<file path="src/rtl/flash_cmd_pkg.sv">
`timescale 1ns/1ps
package flash_cmd_pkg;

  // What the latched command says about the meaning of reads and writes
  typedef enum logic [3:0] {
    MD_ARRAY, MD_PROG, MD_ERASE, MD_LOCK, MD_STATUS, MD_BUF, MD_ID, MD_QUERY
  } mode_e;

  // Position inside a multi-write sequence
  typedef enum logic [1:0] {CY_CMD, CY_ARG, CY_DATA, CY_CONF} cycle_e;

  typedef enum logic [1:0] {SRC_ARRAY, SRC_STATUS, SRC_ID, SRC_QUERY} rsrc_e;

  localparam logic [7:0] OP_PROG_A  = 8'h10;
  localparam logic [7:0] OP_PROG_B  = 8'h40;
  localparam logic [7:0] OP_ERASE   = 8'h20;
  localparam logic [7:0] OP_CLR     = 8'h50;
  localparam logic [7:0] OP_LOCK    = 8'h60;
  localparam logic [7:0] OP_STAT    = 8'h70;
  localparam logic [7:0] OP_ID      = 8'h90;
  localparam logic [7:0] OP_QUERY   = 8'h98;
  localparam logic [7:0] OP_BUF     = 8'hE8;
  localparam logic [7:0] OP_CONFIRM = 8'hD0;
  localparam logic [7:0] OP_LOCKDN  = 8'h01;
  localparam logic [7:0] OP_ARRAY   = 8'hFF;

  localparam int ST_READY     = 7;
  localparam int ST_ERASE_ERR = 5;
  localparam int ST_PROG_ERR  = 4;

  function automatic rsrc_e source_of(input mode_e m);
    case (m)
      MD_ID:    return SRC_ID;
      MD_QUERY: return SRC_QUERY;
      MD_ARRAY: return SRC_ARRAY;
      default:  return SRC_STATUS;
    endcase
  endfunction

endpackage

</file>
<file path="src/rtl/flash_cmd_seq.sv">
`timescale 1ns/1ps
// Command sequencer: cycle counter, latched mode, status register, burst count
module flash_cmd_seq
  import flash_cmd_pkg::*;
#(
  parameter int DATA_W = 16
) (
  input  logic              clk,
  input  logic              rst_n,
  input  logic              read_only,
  input  logic              wr_en,
  input  logic [DATA_W-1:0] wdata,
  output logic              prog_en,
  output logic              erase_en,
  output logic [7:0]        status,
  output mode_e             mode,
  output logic              seq_err
);

  logic [7:0]        op;
  mode_e             mode_q, mode_n;
  cycle_e            cyc_q, cyc_n;
  logic [7:0]        stat_q, stat_n;
  logic [DATA_W-1:0] cnt_q, cnt_n;
  logic              err_q, err_n;

  assign op = wdata[7:0];

  always_comb begin
    mode_n   = mode_q;
    cyc_n    = cyc_q;
    stat_n   = stat_q;
    cnt_n    = cnt_q;
    err_n    = 1'b0;
    prog_en  = 1'b0;
    erase_en = 1'b0;
    if (wr_en) begin
      case (cyc_q)
        CY_CMD: begin
          case (op)
            OP_PROG_A, OP_PROG_B: begin
              mode_n = MD_PROG;
              cyc_n  = CY_ARG;
            end
            OP_ERASE: begin
              if (read_only) stat_n[ST_ERASE_ERR] = 1'b1;
              else           erase_en = 1'b1;
              stat_n[ST_READY] = 1'b1;
              mode_n = MD_ERASE;
              cyc_n  = CY_ARG;
            end
            OP_CLR: begin
              stat_n = '0;
              mode_n = MD_ARRAY;
            end
            OP_LOCK: begin
              mode_n = MD_LOCK;
              cyc_n  = CY_ARG;
            end
            OP_STAT:  mode_n = MD_STATUS;
            OP_ID:    mode_n = MD_ID;
            OP_QUERY: begin
              mode_n = MD_QUERY;
              cyc_n  = CY_ARG;
            end
            OP_BUF: begin
              stat_n[ST_READY] = 1'b1;
              mode_n = MD_BUF;
              cyc_n  = CY_ARG;
            end
            default: begin
              mode_n = MD_ARRAY;
              cyc_n  = CY_CMD;
            end
          endcase
        end
        CY_ARG: begin
          case (mode_q)
            MD_PROG: begin
              if (read_only) stat_n[ST_PROG_ERR] = 1'b1;
              else           prog_en = 1'b1;
              stat_n[ST_READY] = 1'b1;
              cyc_n = CY_CMD;
            end
            MD_ERASE: begin
              if (op == OP_CONFIRM) begin
                stat_n[ST_READY] = 1'b1;
                cyc_n = CY_CMD;
              end else begin
                err_n  = (op != OP_ARRAY);
                mode_n = MD_ARRAY;
                cyc_n  = CY_CMD;
              end
            end
            MD_BUF: begin
              cnt_n = wdata;
              cyc_n = CY_DATA;
            end
            MD_LOCK: begin
              if (op == OP_CONFIRM || op == OP_LOCKDN) begin
                stat_n[ST_READY] = 1'b1;
                cyc_n = CY_CMD;
              end else begin
                mode_n = MD_ARRAY;
                cyc_n  = CY_CMD;
              end
            end
            MD_QUERY: begin
              if (op == OP_ARRAY) begin
                mode_n = MD_ARRAY;
                cyc_n  = CY_CMD;
              end
            end
            default: begin
              err_n  = 1'b1;
              mode_n = MD_ARRAY;
              cyc_n  = CY_CMD;
            end
          endcase
        end
        CY_DATA: begin
          if (mode_q == MD_BUF) begin
            if (read_only) stat_n[ST_PROG_ERR] = 1'b1;
            else           prog_en = 1'b1;
            stat_n[ST_READY] = 1'b1;
            if (cnt_q == '0) cyc_n = CY_CONF;
            cnt_n = cnt_q - 1'b1;
          end else begin
            err_n  = 1'b1;
            mode_n = MD_ARRAY;
            cyc_n  = CY_CMD;
          end
        end
        CY_CONF: begin
          if (mode_q == MD_BUF && op == OP_CONFIRM) begin
            stat_n[ST_READY] = 1'b1;
            cyc_n = CY_CMD;
          end else begin
            err_n  = 1'b1;
            mode_n = MD_ARRAY;
            cyc_n  = CY_CMD;
          end
        end
      endcase
    end
  end

  always_ff @(posedge clk) begin
    if (!rst_n) begin
      mode_q <= MD_ARRAY;
      cyc_q  <= CY_CMD;
      stat_q <= '0;
      cnt_q  <= '0;
      err_q  <= 1'b0;
    end else begin
      mode_q <= mode_n;
      cyc_q  <= cyc_n;
      stat_q <= stat_n;
      cnt_q  <= cnt_n;
      err_q  <= err_n;
    end
  end

  assign status  = stat_q;
  assign mode    = mode_q;
  assign seq_err = err_q;

  AST_ERR_ONE_CYCLE: assert property (@(posedge clk) disable iff (!rst_n)
    seq_err |=> !seq_err);
  AST_ERR_TO_ARRAY: assert property (@(posedge clk) disable iff (!rst_n)
    seq_err |-> (mode_q == MD_ARRAY && cyc_q == CY_CMD));
  AST_STATUS_NO_ADVANCE: assert property (@(posedge clk) disable iff (!rst_n)
    (mode_q == MD_STATUS || mode_q == MD_ID) |-> cyc_q == CY_CMD);
  AST_PROG_READY: assert property (@(posedge clk) disable iff (!rst_n)
    (wr_en && cyc_q == CY_ARG && mode_q == MD_PROG) |=> (stat_q[ST_READY] && cyc_q == CY_CMD));
  AST_RO_PROG_FLAG: assert property (@(posedge clk) disable iff (!rst_n)
    (wr_en && read_only && cyc_q == CY_ARG && mode_q == MD_PROG) |=> stat_q[ST_PROG_ERR]);
  AST_CONF_ONLY_BUF: assert property (@(posedge clk) disable iff (!rst_n)
    (cyc_q == CY_CONF || cyc_q == CY_DATA) |-> mode_q == MD_BUF);
  AST_CLEAR_STATUS: assert property (@(posedge clk) disable iff (!rst_n)
    (wr_en && cyc_q == CY_CMD && op == OP_CLR) |=> (stat_q == 8'h00 && mode_q == MD_ARRAY));

endmodule

</file>
<file path="src/rtl/flash_word_store.sv">
`timescale 1ns/1ps
// Word array with a single-word program port and a whole-sector fill port
module flash_word_store #(
  parameter int DATA_W       = 16,
  parameter int SECTORS      = 4,
  parameter int SECTOR_WORDS = 32,
  parameter int WIDX_W       = $clog2(SECTORS * SECTOR_WORDS),
  parameter int SEC_W        = $clog2(SECTORS)
) (
  input  logic              clk,
  input  logic              rst_n,
  input  logic              prog_en,
  input  logic [WIDX_W-1:0] prog_idx,
  input  logic [DATA_W-1:0] prog_data,
  input  logic              erase_en,
  input  logic [SEC_W-1:0]  erase_sec,
  input  logic [WIDX_W-1:0] rd_idx,
  output logic [DATA_W-1:0] rd_word
);

  localparam int WORDS = SECTORS * SECTOR_WORDS;
  localparam int OFF_W = $clog2(SECTOR_WORDS);

  logic [WORDS-1:0][DATA_W-1:0] cells;

  for (genvar g = 0; g < WORDS; g++) begin : g_cell
    localparam logic [SEC_W-1:0]  MY_SEC = SEC_W'(g / SECTOR_WORDS);
    localparam logic [WIDX_W-1:0] MY_IDX = WIDX_W'(g);
    logic [DATA_W-1:0] cell_q;
    always_ff @(posedge clk) begin
      if (!rst_n)                                cell_q <= '1;
      else if (erase_en && erase_sec == MY_SEC)  cell_q <= '1;
      else if (prog_en && prog_idx == MY_IDX)    cell_q <= prog_data;
    end
    assign cells[g] = cell_q;
  end

  assign rd_word = cells[rd_idx];

  AST_PROG_LANDS: assert property (@(posedge clk) disable iff (!rst_n)
    (prog_en && !erase_en) |=> cells[$past(prog_idx)] == $past(prog_data));
  AST_ERASE_FILLS: assert property (@(posedge clk) disable iff (!rst_n)
    erase_en |=> cells[{$past(erase_sec), {OFF_W{1'b0}}}] == {DATA_W{1'b1}});

endmodule

</file>
<file path="src/rtl/flash_info_rom.sv">
`timescale 1ns/1ps
// Identifier codes and query table, computed from the geometry parameters
module flash_info_rom #(
  parameter int          DATA_W       = 16,
  parameter int          SECTORS      = 4,
  parameter int          SECTOR_WORDS = 32,
  parameter logic [15:0] MFR_ID       = 16'h0089,
  parameter logic [15:0] DEV_ID       = 16'h0018
) (
  input  logic [7:0]        off,
  output logic [DATA_W-1:0] id_word,
  output logic [DATA_W-1:0] query_word
);

  localparam int          BYTES     = DATA_W / 8;
  localparam int          TOT_LOG2  = $clog2(SECTORS * SECTOR_WORDS * BYTES);
  localparam int          BUF_LOG2  = (BYTES == 1) ? 8 : 11;
  localparam logic [31:0] SEC_M1    = 32'(SECTORS - 1);
  localparam logic [31:0] SEC_BYTES = 32'(SECTOR_WORDS * BYTES);

  function automatic logic [7:0] qbyte(input logic [7:0] o);
    case (o)
      8'h10: return 8'h51;
      8'h11: return 8'h52;
      8'h12: return 8'h59;
      8'h13: return 8'h01;
      8'h15: return 8'h31;
      8'h1B: return 8'h45;
      8'h1C: return 8'h55;
      8'h1F: return 8'h07;
      8'h20: return 8'h07;
      8'h21: return 8'h0A;
      8'h23: return 8'h04;
      8'h24: return 8'h04;
      8'h25: return 8'h04;
      8'h27: return 8'(TOT_LOG2);
      8'h28: return 8'h02;
      8'h2A: return 8'(BUF_LOG2);
      8'h2C: return 8'h01;
      8'h2D: return SEC_M1[7:0];
      8'h2E: return SEC_M1[15:8];
      8'h2F: return SEC_BYTES[15:8];
      8'h30: return SEC_BYTES[23:16];
      8'h31: return 8'h50;
      8'h32: return 8'h52;
      8'h33: return 8'h49;
      8'h34: return 8'h31;
      8'h35: return 8'h30;
      8'h3F: return 8'h01;
      default: return 8'h00;
    endcase
  endfunction

  always_comb begin
    case (off)
      8'd0:    id_word = DATA_W'(MFR_ID);
      8'd1:    id_word = DATA_W'(DEV_ID);
      default: id_word = '0;
    endcase
  end

  assign query_word = DATA_W'(qbyte(off));

endmodule

</file>
<file path="src/rtl/flash_cmd_ctrl.sv">
`timescale 1ns/1ps
// Top: address split, read-source multiplexer and registered read port
module flash_cmd_ctrl
  import flash_cmd_pkg::*;
#(
  parameter int          DATA_W       = 16,
  parameter int          SECTORS      = 4,
  parameter int          SECTOR_WORDS = 32,
  parameter logic [15:0] MFR_ID       = 16'h0089,
  parameter logic [15:0] DEV_ID       = 16'h0018,
  parameter int          ADDR_W       = $clog2(SECTORS * SECTOR_WORDS) + $clog2(DATA_W / 8)
) (
  input  logic              clk,
  input  logic              rst_n,
  input  logic              read_only,
  input  logic [ADDR_W-1:0] addr,
  input  logic [DATA_W-1:0] wdata,
  input  logic              wr_en,
  input  logic              rd_en,
  output logic [DATA_W-1:0] rdata,
  output logic              seq_err
);

  localparam int BSH    = $clog2(DATA_W / 8);
  localparam int WIDX_W = $clog2(SECTORS * SECTOR_WORDS);
  localparam int SEC_W  = $clog2(SECTORS);
  localparam int OFF_W  = $clog2(SECTOR_WORDS);

  logic [WIDX_W-1:0] widx;
  logic [7:0]        info_off;
  logic              prog_en, erase_en;
  logic [7:0]        status;
  mode_e             mode;
  logic [DATA_W-1:0] arr_word, id_word, query_word;

  assign widx     = addr[ADDR_W-1:BSH];
  assign info_off = 8'((32'(addr) & 32'hFF) >> BSH);

  flash_cmd_seq #(.DATA_W(DATA_W)) u_seq (
    .clk      (clk),
    .rst_n    (rst_n),
    .read_only(read_only),
    .wr_en    (wr_en),
    .wdata    (wdata),
    .prog_en  (prog_en),
    .erase_en (erase_en),
    .status   (status),
    .mode     (mode),
    .seq_err  (seq_err)
  );

  flash_word_store #(
    .DATA_W(DATA_W), .SECTORS(SECTORS), .SECTOR_WORDS(SECTOR_WORDS)
  ) u_store (
    .clk      (clk),
    .rst_n    (rst_n),
    .prog_en  (prog_en),
    .prog_idx (widx),
    .prog_data(wdata),
    .erase_en (erase_en),
    .erase_sec(widx[WIDX_W-1:OFF_W]),
    .rd_idx   (widx),
    .rd_word  (arr_word)
  );

  flash_info_rom #(
    .DATA_W(DATA_W), .SECTORS(SECTORS), .SECTOR_WORDS(SECTOR_WORDS),
    .MFR_ID(MFR_ID), .DEV_ID(DEV_ID)
  ) u_info (
    .off       (info_off),
    .id_word   (id_word),
    .query_word(query_word)
  );

  always_ff @(posedge clk) begin
    if (!rst_n) begin
      rdata <= '0;
    end else if (rd_en) begin
      case (source_of(mode))
        SRC_ARRAY:  rdata <= arr_word;
        SRC_STATUS: rdata <= DATA_W'(status);
        SRC_ID:     rdata <= id_word;
        SRC_QUERY:  rdata <= query_word;
      endcase
    end
  end

  AST_RDATA_HOLD: assert property (@(posedge clk) disable iff (!rst_n)
    !rd_en |=> $stable(rdata));
  AST_ERR_SINGLE_SOURCE: assert property (@(posedge clk) disable iff (!rst_n)
    seq_err |-> $past(wr_en));

endmodule

</file>
<file path="config.mk">
export PLATFORM = sky130hd
export DESIGN_NAME = flash_cmd_ctrl
export DESIGN_NICKNAME = d
export VERILOG_FILES = /design/src/rtl/flash_cmd_pkg.sv /design/src/rtl/flash_cmd_seq.sv /design/src/rtl/flash_word_store.sv /design/src/rtl/flash_info_rom.sv /design/src/rtl/flash_cmd_ctrl.sv
export SDC_FILE = /design/constraint.sdc
export NUM_CORES = 2
export LEC_CHECK = 0
export CORE_MARGIN = 2
export CORE_UTILIZATION = 40
export CTS_BUF_LIST = sky130_fd_sc_hd__clkbuf_8
export DETAILED_ROUTE_END_ITERATION = 7
export MAX_ROUTING_LAYER = met4
export PLACE_DENSITY = 0.52
export SLEW_MARGIN = 5
export SYNTH_ARGS = -nofsm -noshare
export SYNTH_HDL_FRONTEND = slang
export SYNTH_SLANG_ARGS = --single-unit
</file>
<file path="constraint.sdc">
create_clock -name clk -period 4.5 [get_ports clk]
set_input_delay 0.9 -clock clk [delete_from_list [all_inputs] [get_ports clk]]
set_output_delay 0.9 -clock clk [all_outputs]
set_load 0.02 [all_outputs]
</file>
== Word-level counts from Yosys, hierarchy flattened ==
Memories as Yosys holds them, arrays and structs flattened.
Cells that the tools add are included.

* Equality and inequality tests: 173
* Bitwise logic cells: 1
* Multiplexer cells: 52
* Order comparisons: 1
* Add/sub/neg operators: 1
* Reduce and logical (&&, ||, !) cells: 162

{| class="wikitable"
|+ Operator list
! kind !! number
|-
| 7-bit == test, second input constant || 64
|-
| 7-bit by 6-bit == test with 1-bit output, second input constant || 32
|-
| 1-bit logical AND || 133
|-
| 16-bit binary-select mux with 7-bit select || 1
|-
| 7-bit by 5-bit == test with 1-bit output, second input constant || 16
|-
| 16-bit case mux with 4 select lines || 1
|-
| 7-bit by 4-bit == test with 1-bit output, second input constant || 8
|-
| 16-bit two-way mux || 3
|-
| 8-bit == test, second input constant || 5
|-
| 8-bit by 7-bit == test with 1-bit output, second input constant || 4
|-
| 16-bit case mux with 2 select lines || 1
|-
| 4-bit case mux with 4 select lines || 2
|-
| 7-bit by 3-bit == test with 1-bit output, second input constant || 4
|-
| 3-bit case mux with 7 select lines || 1
|-
| 4-bit two-way mux || 5
|-
| 1-bit two-way mux || 18
|-
| 16-bit logical NOT || 1
|-
| 8-bit case mux with 2 select lines || 1
|-
| 16-bit by 1-bit subtractor with 16-bit output, second input constant || 1
|-
| 7-bit by 2-bit == test with 1-bit output, second input constant || 2
|-
| 2-bit != test, second input constant || 7
|-
| 7-bit AND reduction || 2
|-
| 2-bit OR reduction || 7
|-
| 2-bit == test, second input constant || 6
|-
| 37 further kinds || 65
|}

* Bits in registers: 2090
* Memories kept: 1
* Word-level logic and storage cells: 527
* ROM bits: 448
* Input port bits: 29

{| class="wikitable"
|+ Memories
! name !! depth !! bits a word !! rd ports !! clocked after Yosys merged registers in !! write ports !! RTL line !! RTL
|-
| (no name shown) || 64 || 7 || 1 || 0 || 0 || flash_info_rom.sv:22 || <nowiki>case (o)</nowiki>
|}

== Depth between registers and ports, before layout ==
* Word-level depth: 6
* Mapped depth: 13
* Depth with buffers taken out: 9

== Cells and area by module ==
Synthesis repeated with hierarchy kept, for this count alone.

* Cells, all modules: 10633
* Area, all modules: 91011.0 um2

{| class="wikitable"
|+ Modules (own cells, without submodules)
! module !! area each (um2) !! instances !! cells each
|-
| flash_word_store || 87218.6 || 1 || 10130
|-
| flash_cmd_seq || 1999.4 || 1 || 268
|-
| flash_cmd_ctrl || 1112.3 || 1 || 135
|-
| flash_info_rom || 680.7 || 1 || 100
|}

== Worst setup path after synthesis ==
OpenSTA, ideal clock, no wires.

* Kind: input-to-reg
* Start point: input port addr[1]
* End point: register u_store.g_cell[22].cell_q[10]
* Setup slack: 1.152 ns
* Cell stages on the path: 13
* Library setup time: 0.137 ns
* Arrival: 3.211 ns
* Required time: 4.363 ns
* Path through: buf_2 -> buf_4 -> buf_2 -> buf_4 -> inv_1 -> ha_1 -> clkbuf_1 -> nand2_1 -> nor2_2 -> nand2_2 -> clkbuf_1 -> nand2_1 -> nand3_1

* Cells in the longest elaborated chain, start to end: 2

{| class="wikitable"
|+ RTL lines
! item !! RTL line !! RTL
|-
| from (decl) || flash_cmd_ctrl.sv:16 || <nowiki>input logic [ADDR_W-1:0] addr,</nowiki>
|-
| 7-bit by 5-bit == test with 1-bit output || flash_word_store.sv:33 || <nowiki>else if (prog_en && prog_idx == MY_IDX) cell_q <= prog_data;</nowiki>
|-
| 1-bit logical AND || flash_word_store.sv:33 ||
|-
| to (signal assigned) || flash_word_store.sv:33 ||
|-
| to (decl) || flash_word_store.sv:29 || <nowiki>logic [DATA_W-1:0] cell_q;</nowiki>
|}

No other way between the ends.
A chain may end at the register's enable or synchronous reset.

== Worst setup path in the final report ==
* Start point: register u_seq.cyc_q[0]
* End point: register u_store.g_cell[62].cell_q[15]

* Cells in the longest elaborated chain, start to end: 5
* Elaborated cells on any way between the ends: 10
* Classes of those cells: eq/ne (2); mux (4); reduce/logical (4)

{| class="wikitable"
|+ RTL lines
! item !! RTL line !! RTL
|-
| from (decl) || flash_cmd_seq.sv:22 || <nowiki>cycle_e cyc_q, cyc_n;</nowiki>
|-
| from (signal assigned) || flash_cmd_seq.sv:157 || <nowiki>cyc_q <= cyc_n;</nowiki>
|-
| 2-bit logical NOT || flash_cmd_seq.sv:38 || <nowiki>case (cyc_q)</nowiki>
|-
| 1-bit two-way mux || flash_cmd_seq.sv:38 ||
|-
| 1-bit two-way mux || flash_cmd_seq.sv:37 || <nowiki>if (wr_en) begin</nowiki>
|-
| 1-bit logical AND || flash_word_store.sv:32 || <nowiki>else if (erase_en && erase_sec == MY_SEC) cell_q <= '1;</nowiki>
|-
| 2-bit OR reduction (no source line) || n/a ||
|-
| to (signal assigned) || flash_word_store.sv:33 ||
|-
| to (decl) || flash_word_store.sv:29 ||
|}

Parallel ways exist; a longest one is shown, timed or not.

==> flow_metrics.env <==
export IMPL_status="complete, no violations"
export IMPL_cts_buffer_depth=4
export IMPL_endpoint_kind="register"
export IMPL_synth_top_area_share_pct=46.64
export IMPL_multi_input_area_um2=44000
export IMPL_dieArea_um2=228000
export IMPL_ys_seq_elements=2089
export IMPL_slowest_delay_ns=0.83
export IMPL_io_pins=46
export IMPL_hp_class="in2reg"
export IMPL_layout_cells_non_filler=13660
export IMPL_synth_top_family_by_area="simple AND/OR/NAND/NOR gates"
export IMPL_async_reset_ff_share_pct=0
export IMPL_drt_pre_antenna_iters=7
export IMPL_drc=0
export IMPL_final_nets=10460
export IMPL_synth_xor_area_share_pct=0.01953
export IMPL_synth_adder_area_share_pct=0.1953
export IMPL_grt_pass1_wl_um=511100
export IMPL_grtUsageMet3_pct=6.141
export IMPL_placed_cell_area_um2=94300
export IMPL_dp_hpwl_um=219100
export IMPL_syn_inst=10470
export IMPL_routed_wl_um=348500
export IMPL_finish_utilization_pct=45.79
export IMPL_vdd_drop_max_mv=0.3186
export IMPL_p_leak_nw=45.57
export IMPL_slew_headroom_pct=7.627
export IMPL_drtIter0Drc=9222
export IMPL_netlist_area_um2=89670
export IMPL_fin_worst_skew_ns=0.06728
export IMPL_yosysSeqAreaShare_pct=46.64
export IMPL_num_rows=173
export IMPL_cts_max_level=5
export IMPL_nFillCells=21510
export IMPL_clk_latency_ns=1.13
export IMPL_cts_sinks=2089
export IMPL_fin_tns_setup_ns=0
export IMPL_drive_gt1_share_pct=16.19
export IMPL_cp_data_arrival_time_ns=4.47
export IMPL_max_cap_violations=0
export IMPL_min_period_ns=3.464
export IMPL_final_setup_viol_count=0
export IMPL_cts_made_buffers=378
export IMPL_synthMuxAreaShare_pct=14.31
export IMPL_path_cells="inv_1, ha_1, xor2_1, nor4b_4, buf_4, nand3_1, buf_4, nor2_1, buf_4, nand2_1, nand3_1"
export IMPL_die_y_um=477.5
export IMPL_synth_compound_area_share_pct=6.247
export IMPL_mostFrequentLayoutCells="nand2_1 (3827), dfxtp_1 (2089), nand3_1 (1698)"
export IMPL_fin_ws_ns=1.036
export IMPL_wl_per_cell_um=25.50
export IMPL_grt_max_degree=195
export IMPL_grt_met2_usage_pct=46.35
export IMPL_drv_slew=0
export IMPL_final_area_um2=101900
export IMPL_synthSimpleGateAreaFrac_pct=28.17
export IMPL_yosysWarnings=0
export IMPL_port_buffers=44
export IMPL_crit_path_max_fanout=17
export IMPL_critPathKind="reg2reg"
export IMPL_root_buffer="clkbuf_8"
export IMPL_gp_congestion=0.9698
export IMPL_synth_largest_area_cell="dfxtp_1"
export IMPL_grt_pass1_vias=76040
export IMPL_rsz0062_at_grt="false"
export IMPL_antenna_found_initial=10
export IMPL_area_growth_synth_to_final_pct=13.62
export IMPL_ant_nets=0
export IMPL_dp_slack_ns=0.1364
export IMPL_synth_cell_type_count=73
export IMPL_period_share_pct=76.97
export IMPL_vias_per_cell=5.817
export IMPL_crit_path_frequent_cell="buf_4"
export IMPL_synth_edf_count=0
export IMPL_coreArea_um2=222500
export IMPL_cellPowerDensity_nw_per_um2=384.1
export IMPL_cts_resized=0
export IMPL_dieWidth_um=477.5
export IMPL_cts_hold_buffers=0
export IMPL_startpoint_type="register"
export IMPL_syn_avg_cell_area_um2=8.568
export IMPL_post_cts_buffers=0
export IMPL_grt_met1_usage_pct=39.06
export IMPL_crit_family="simple AND/OR/NAND/NOR gates"
export IMPL_crit_required_ns=5.51
export IMPL_crit_slowest_cell="nand3_1"
export IMPL_hold_viol=0
export IMPL_register_area_um2=41820
export IMPL_path_buf_inv=4
export IMPL_ys_top_cells_by_area="dfxtp_1 (47%), nand2_1 (16%), mux4_2 (13%), nand3_1 (9.5%), o211ai_1 (3.3%)"
export IMPL_grt_overflow_total=0
export IMPL_grt_busiest_layer="met2"
export IMPL_vias=79490
export IMPL_layout_cells_most_common="nand2_1"
export IMPL_clkSlewWorstSetupHoldPaths_ns=0.06
export IMPL_ys_flop_type="dfxtp_1"
export IMPL_start_util_pct=40.30
export IMPL_cts_tree="built"
export IMPL_fmax_mhz=288.7
export IMPL_syn_num_nets=10510
export IMPL_place_inst=13010
export IMPL_grtUsageTotal_pct=30.59
export IMPL_worst_pin_slew_ns=1.381
## stage by stage
step                      hold WS, ns  power, mW
after global placement         0.4439      21.25
after CTS                     0.08269      39.39
after detailed placement       0.4488      21.26
final                          0.1841      39.14
after global routing           0.1513      40.32
after floorplan                0.4323      20.22
## flip-flops by register name, indices dropped and copies added (netlist names)
name and count:
u_store.g_cell.cell_q 2048, rdata 16, u_seq.cnt_q 16, u_seq.mode 3, u_seq.status 3, u_seq.cyc_q 2, u_seq.seq_err 1
## worst min-delay path, cell delays in order
cell,delay (ns)
buf_6,0.16
nand2_1,0.08
nand3_1,0.06
## area by class of cell
| class | count | area share [%] |
|---|---|---|
| antenna | 9 | 0.02211 |
| clock buffer | 483 | 6.525 |
| clock inverter | 164 | 0.9002 |
| inverter | 20 | 0.09088 |
| multi-input combinational | 7418 | 43.19 |
| sequential | 2089 | 41.05 |
| tap | 2975 | 3.653 |
| timing repair buffer | 506 | 4.571 |
## worst paths after layout
kind | startpoint | endpoint | slack (ns) | cells after the start
worst min register to register | u_store.g_cell[26].cell_q[13]$_SDFFE_PP1P_ | u_store.g_cell[26].cell_q[13]$_SDFFE_PP1P_ | 0.46 | 2
worst max register to register | u_seq.cyc_q[0]$_SDFFE_PN0P_ | u_store.g_cell[62].cell_q[15]$_SDFFE_PP1P_ | 1.04 | 11
worst max-delay path | u_seq.cyc_q[0]$_SDFFE_PN0P_ | u_store.g_cell[62].cell_q[15]$_SDFFE_PP1P_ | 1.04 | 11
worst min-delay path | wdata[1] | u_store.g_cell[60].cell_q[1]$_SDFFE_PP1P_ | 0.18 | 3
## report_power, final
group	switching (mW)	internal, mW
registers	0.0449	18.5
logic	1.71	0.636
clock network	8.17	10.1
total	9.92	29.2
## metal layers
| metal | wire length [µm] | share of wire (%) |
|---|---|---|
| met1 | 141500 | 41 |
| met2 | 158000 | 45 |
| met3 | 30640 | 8.8 |
| met4 | 18300 | 5.3 |
| met5 | 0 | 0 |
## synthesized netlist by cell type, drive strengths merged (7+ instances only)
cell type,number
buf,248
a221oi,13
nand3,1698
nor2,208
nand4,7
a22o,11
a21oi,103
a22oi,69
and2,14
nor2b,16
or3,9
o21ai,43
dfxtp,2089
a211oi,33
o211ai,398
nand2b,11
nor3,23
a32o,7
mux4,517
inv,19
ha,14
mux2,20
nor4,12
mux2i,96
o22ai,37
a31oi,21
clkbuf,691
nand2,3955
## logic make-up after synthesis
group	Yosys count
simple gates	5980
compound gates	789
xor+xnor	2
fa+ha+maj	14
flops	2089
buf+inv	959
mux	633
No activity file was read; power rests on OpenSTA's default activity.
